**src/rtl/pfd_pkg.sv**
```systemverilog
package pfd_pkg;

  // lane 0 carries the reference side, lane 1 the feedback side
  localparam int LANE_REF = 0;
  localparam int LANE_FB  = 1;
  localparam int N_LANES  = 2;

  typedef logic [N_LANES-1:0] lane_vec_t;

  typedef enum logic [1:0] {
    PFD_IDLE    = 2'b00,
    PFD_UP_OPEN = 2'b01,
    PFD_DN_OPEN = 2'b10
  } pfd_mode_e;

  // a comparison closes when both sides are pending or arriving
  function automatic logic pfd_closes(lane_vec_t pend, lane_vec_t hit);
    lane_vec_t seen;
    seen = pend | hit;
    return &seen;
  endfunction

  // next pending vector of one lane given the close decision
  function automatic logic pfd_lane_next(logic pend, logic hit, logic close);
    logic nxt;
    if (close) nxt = 1'b0;
    else       nxt = pend | hit;
    return nxt;
  endfunction

  function automatic pfd_mode_e pfd_mode(lane_vec_t pend);
    pfd_mode_e m;
    case (pend)
      2'b01:   m = PFD_UP_OPEN;
      2'b10:   m = PFD_DN_OPEN;
      default: m = PFD_IDLE;
    endcase
    return m;
  endfunction

endpackage

```
**src/rtl/pfd_core.sv**
```systemverilog
module pfd_core
  import pfd_pkg::*;
(
  input  logic      clk,
  input  logic      rst_n,
  input  logic      ref_stb,
  input  logic      fb_stb,
  output lane_vec_t pend_q,
  output logic      close_evt,
  output logic      active
);

  lane_vec_t hit;
  lane_vec_t pend_d;

  assign hit[LANE_REF] = ref_stb;
  assign hit[LANE_FB]  = fb_stb;

  assign close_evt = pfd_closes(pend_q, hit);

  // one pending flop per side; a second strobe on an open side is absorbed
  for (genvar g = 0; g < N_LANES; g++) begin : g_lane
    assign pend_d[g] = pfd_lane_next(pend_q[g], hit[g], close_evt);

    always_ff @(posedge clk) begin
      if (!rst_n) pend_q[g] <= 1'b0;
      else        pend_q[g] <= pend_d[g];
    end
  end

  assign active = (pfd_mode(pend_q) != PFD_IDLE);

endmodule

```
**src/rtl/pfd_width_meter.sv**
```systemverilog
module pfd_width_meter #(
  parameter int WIDTH_W = 8
) (
  input  logic               clk,
  input  logic               rst_n,
  input  logic               active,
  input  logic               close_evt,
  input  logic [WIDTH_W-1:0] thresh,
  output logic               good_evt,
  output logic               bad_evt
);

  localparam logic [WIDTH_W-1:0] RUN_MAX = {WIDTH_W{1'b1}};

  // run_q counts earlier cycles of the open pulse; the current cycle adds one
  logic [WIDTH_W-1:0] run_q;
  logic [WIDTH_W-1:0] run_d;
  logic               overrun;

  function automatic logic [WIDTH_W-1:0] sat_step(logic [WIDTH_W-1:0] v);
    logic [WIDTH_W-1:0] r;
    if (v == RUN_MAX) r = v;
    else              r = v + 1'b1;
    return r;
  endfunction

  // pulse length so far is run_q + 1, too long when it exceeds thresh
  function automatic logic too_long(logic [WIDTH_W-1:0] run, logic [WIDTH_W-1:0] lim);
    return run >= lim;
  endfunction

  assign overrun  = active && too_long(run_q, thresh);
  assign bad_evt  = overrun;
  assign good_evt = close_evt && !overrun;

  assign run_d = active ? sat_step(run_q) : '0;

  always_ff @(posedge clk) begin
    if (!rst_n) run_q <= '0;
    else        run_q <= run_d;
  end

endmodule

```
**src/rtl/pfd_lock_filter.sv**
```systemverilog
module pfd_lock_filter #(
  parameter int LOCK_CYCLES = 4
) (
  input  logic clk,
  input  logic rst_n,
  input  logic good_evt,
  input  logic bad_evt,
  output logic lock_q
);

  localparam int CNT_W = $clog2(LOCK_CYCLES + 1);
  localparam logic [CNT_W-1:0] TARGET = CNT_W'(LOCK_CYCLES);

  logic [CNT_W-1:0] streak_q;
  logic [CNT_W-1:0] streak_inc;

  function automatic logic [CNT_W-1:0] bump(logic [CNT_W-1:0] v);
    logic [CNT_W-1:0] r;
    if (v >= TARGET) r = TARGET;
    else             r = v + 1'b1;
    return r;
  endfunction

  assign streak_inc = bump(streak_q);

  always_ff @(posedge clk) begin
    if (!rst_n) begin
      streak_q <= '0;
      lock_q   <= 1'b0;
    end else if (bad_evt) begin
      streak_q <= '0;
      lock_q   <= 1'b0;
    end else if (good_evt) begin
      streak_q <= streak_inc;
      lock_q   <= (streak_inc >= TARGET);
    end
  end

endmodule

```
**src/rtl/pfd_lock_top.sv**
```systemverilog
module pfd_lock_top
  import pfd_pkg::*;
#(
  parameter int WIDTH_W     = 8,
  parameter int LOCK_CYCLES = 4
) (
  input  logic               clk,
  input  logic               rst_n,
  input  logic               ref_stb,
  input  logic               fb_stb,
  input  logic [WIDTH_W-1:0] lock_thresh,
  output logic               up_n,
  output logic               dn_n,
  output logic               lock
);

  lane_vec_t pend_q;
  logic      close_evt;
  logic      active;
  logic      good_evt;
  logic      bad_evt;

  pfd_core u_core (
    .clk       (clk),
    .rst_n     (rst_n),
    .ref_stb   (ref_stb),
    .fb_stb    (fb_stb),
    .pend_q    (pend_q),
    .close_evt (close_evt),
    .active    (active)
  );

  pfd_width_meter #(.WIDTH_W(WIDTH_W)) u_meter (
    .clk       (clk),
    .rst_n     (rst_n),
    .active    (active),
    .close_evt (close_evt),
    .thresh    (lock_thresh),
    .good_evt  (good_evt),
    .bad_evt   (bad_evt)
  );

  pfd_lock_filter #(.LOCK_CYCLES(LOCK_CYCLES)) u_lock (
    .clk      (clk),
    .rst_n    (rst_n),
    .good_evt (good_evt),
    .bad_evt  (bad_evt),
    .lock_q   (lock)
  );

  assign up_n = ~pend_q[LANE_REF];
  assign dn_n = ~pend_q[LANE_FB];

endmodule

```
**config.mk**
```make
export PLATFORM = sky130hd
export DESIGN_NAME = pfd_lock_top
export DESIGN_NICKNAME = d
export VERILOG_FILES = /design/src/rtl/pfd_pkg.sv /design/src/rtl/pfd_core.sv /design/src/rtl/pfd_width_meter.sv /design/src/rtl/pfd_lock_filter.sv /design/src/rtl/pfd_lock_top.sv
export SDC_FILE = /design/constraint.sdc
export NUM_CORES = 1
export LEC_CHECK = 0
export ABC_CLOCK_PERIOD_IN_PS = 3800
export BUFFER_PORTS_ARGS = -buffer_cell sky130_fd_sc_hd__buf_2
export CAP_MARGIN = 0
export CORE_ASPECT_RATIO = 1.5
export CORE_UTILIZATION = 40
export CTS_CLUSTER_DIAMETER = 120
export DETAILED_ROUTE_END_ITERATION = 8
export GPL_ROUTABILITY_DRIVEN = 0
export GPL_TIMING_DRIVEN = 0
export SETUP_SLACK_MARGIN = 0.15
export SYNTH_ARGS = -nofsm -noshare
export SYNTH_HDL_FRONTEND = slang
export SYNTH_SLANG_ARGS = --single-unit
```
**constraint.sdc**
```tcl
create_clock -name clk -period 3.8 [get_ports clk]
set_clock_uncertainty 0.15 [all_clocks]
set_input_delay 0.38 -clock clk [delete_from_list [all_inputs] [get_ports clk]]
set_output_delay 0.38 -clock clk [all_outputs]
set_load 0.1 [all_outputs]
```
==> results.json <==
{
  "path_cells": "inv_1 > ha_1 > nand2b_4 > a2111oi_4 > o32ai_2 > nor3b_1",
  "ant_nets": 0,
  "routed.top_layer": "met4",
  "slew_headroom_pct": 67.9,
  "cp_top_family": "compound AO/OA/AOI/OAI gates",
  "path_class": "reg2reg",
  "die_x_um": 39.3,
  "avgSynthCellArea_um2": 8.62,
  "arrival_ns": 1.90,
  "gr-total-overflow": 0,
  "period_share_pct": 48.7,
  "power_density_nw_per_um2": 299,
  "cts_buffer_depth": 2,
  "fin_tns_setup_ns": 0,
  "drt_iter0_markers": 6,
  "ys_seq_area_share_pct": 31.1,
  "via_per_inst": 5.42,
  "finalHoldViolations": 0,
  "layout-drive-gt1-share_pct": 18.3,
  "ir_drop_uv": 265,
  "cts_buffers": 3,
  "cts_max_level": 1,
  "place_area_um2": 932,
  "wl_met3_um": 46,
  "stdcell_area_um2": 958,
  "end_kind": "flip-flop",
  "cts_tree": "built",
  "vias": 737,
  "syn_area_um2": 836,
  "fmax_mhz": 540,
  "antenna_found_initial": 0,
  "cts_setup_buffers": 0,
  "synthDistinctLibCells": 26,
  "fillers": 221,
  "slowest_delay_ns": 0.40,
  "wirelength_met1_um": 626,
  "drc": 0,
  "setup_viol": 0,
  "ys_seq_elements": 13,
  "maxCapViolCount": 0,
  "critPathLaunchType": "flip-flop",
  "hpwl_um": 1280,
  "layout_setup_ws_ns": 1.95,
  "crit_path_start": "u_meter.run_q[0]$_SDFFE_PN0P_",
  "crit_fanout": 5,
  "area_growth_pct": 14.7,
  "hold_start": "ref_stb",
  "p_leak_nw": 0.432,
  "instances_no_fill": 136,
  "dp_slack_ns": 1.91,
  "io_pins": 15,
  "worstPathBufferInverterCount": 1,
  "coreArea_um2": 1900,
  "grt_pass1_vias": 703,
  "cp_slowest_cell": "dfxtp_1",
  "clk_pin_slew_worst_paths_ns": 0.08,
  "drv_slew": 0,
  "final_util_pct": 50.4,
  "syn-instance-count": 97,
  "drt-pass1-iter-count": 4,
  "timing.final.crit_period_ns": 1.85,
  "dr_wl_met2_um": 859,
  "hold_class": "in2reg",
  "yosys_warnings": 0,
  "cp.required_ns": 3.85,
  "status": "finished clean",
  "finalPower_mw": 0.286,
  "cts_resized": 0,
  "fin_nets": 139,
  "routedWlPerCell_um": 11.4,
  "worst_slew_pin_slew_ns": 0.485,
  "clock_latency_ns": 0.27,
  "cts_hold_buffers": 0,
  "timing.rr.start": "u_meter.run_q[0]$_SDFFE_PN0P_",
  "die_y_um": 58.0,
  "antennaDiodeCount": 0,
  "grt_max_degree": 9,
  "fp-row-count": 19,
  "root_buffer": "clkbuf_4",
  "drt-total-wl_um": 1550,
  "place.port_buffers": 14,
  "grt_pass1_wl_um": 2720,
  "synth_nets": 120,
  "dp_cells": 132,
  "timing.hold.ws_ns": 0.202,
  "grt.total_usage_pct": 16.7,
  "clock_sinks": 13,
  "dieArea_um2": 2280,
  "start_util_pct": 43.9,
  "rsz0062_at_grt": "false"
}
final cells by class:
cell class	count	area, um^2	area share [%]
multi-input cells	69	519	54.2
flip-flops and latches	13	260	27.2
repair buffers	14	70.1	7.31
inverters	15	56.3	5.87
clock buffers	4	26.3	2.74
well taps	21	26.3	2.74
worst register-to-register path, stage by stage, from the launching register on:
cell       delay, ns
dfxtp_1         0.40
inv_1           0.10
ha_1            0.27
nand2b_4        0.15
a2111oi_4       0.35
o32ai_2         0.16
nor3b_1         0.20
cell usage in the layout, fill, tap and decap left out, types with 3 or more instances in the layout:
cell type	count
inv_1	15
nor2_1	14
buf_2	14
dfxtp_1	13
ha_1	11
nor3_1	6
nand2_1	5
nand3_1	3
nor3b_1	3
a21oi_1	3
clkbuf_4	3
layer usage:
layer  GRT usage, %  up-vias
met5              0        -
met4           5.91        0
met3           3.45        2
met2           32.1       11
met1           16.2      351
li1               -      373
registers in the layout (all words and copies together) (netlist names):
register and cells:
u_meter.run_q 8, u_lock.streak_q 3, u_core.pend_q 2
path summary, 6_finish.rpt:
check	end	slack [ns]	depth (start not counted)
setup / recovery	u_lock.streak_q[0]$_SDFFE_PP0P_	1.95	6
setup reg to reg	u_lock.streak_q[0]$_SDFFE_PP0P_	1.95	6
hold reg to reg	u_core.pend_q[0]$_SDFF_PP0_	0.38	2
hold / removal	u_core.pend_q[0]$_SDFF_PP0_	0.20	3
synth_stat cells:
cell	count	area, um^2
nor3_1	6	30.0
xor2_1	2	17.5
a31oi_1	2	12.5
nand2b_4	1	13.8
o21ai_1	1	5.00
o21a_1	1	7.51
mux2i_1	1	10.0
dfxtp_1	13	260
and4_1	2	17.5
o32ai_2	1	16.3
xnor2_1	2	17.5
o22ai_1	1	6.26
a211oi_1	1	7.51
a221oi_4	1	26.3
nor2_1	14	52.6
a2111oi_4	1	27.5
a21o_1	1	7.51
nor3b_1	3	22.5
o21ai_0	2	10.0
and3_1	2	12.5
inv_1	15	56.3
nand2_1	5	18.8
nand4_1	2	12.5
ha_1	11	138
nand3_1	3	15.0
a21oi_1	3	15.0
report_power, final:
part           switching [mW]  internal, mW  leakage, nW
clock network          0.0444        0.0406       0.0150
logic                  0.0331        0.0219        0.311
registers             0.00530         0.141        0.106
total                  0.0828         0.203        0.432
cell families (layout without fill, tap and decap cells):
logic type	Yosys count	in the layout	synth area share [%]
flops	13	13	31.1
mux	1	1	1.20
buf+inv	15	33	6.74
simple gates	38	38	23.4
fa+ha+maj	11	11	16.5
xor+xnor	4	4	4.19
compound gates	15	15	16.9
Note: power is estimated with default switching activity, not from simulation.
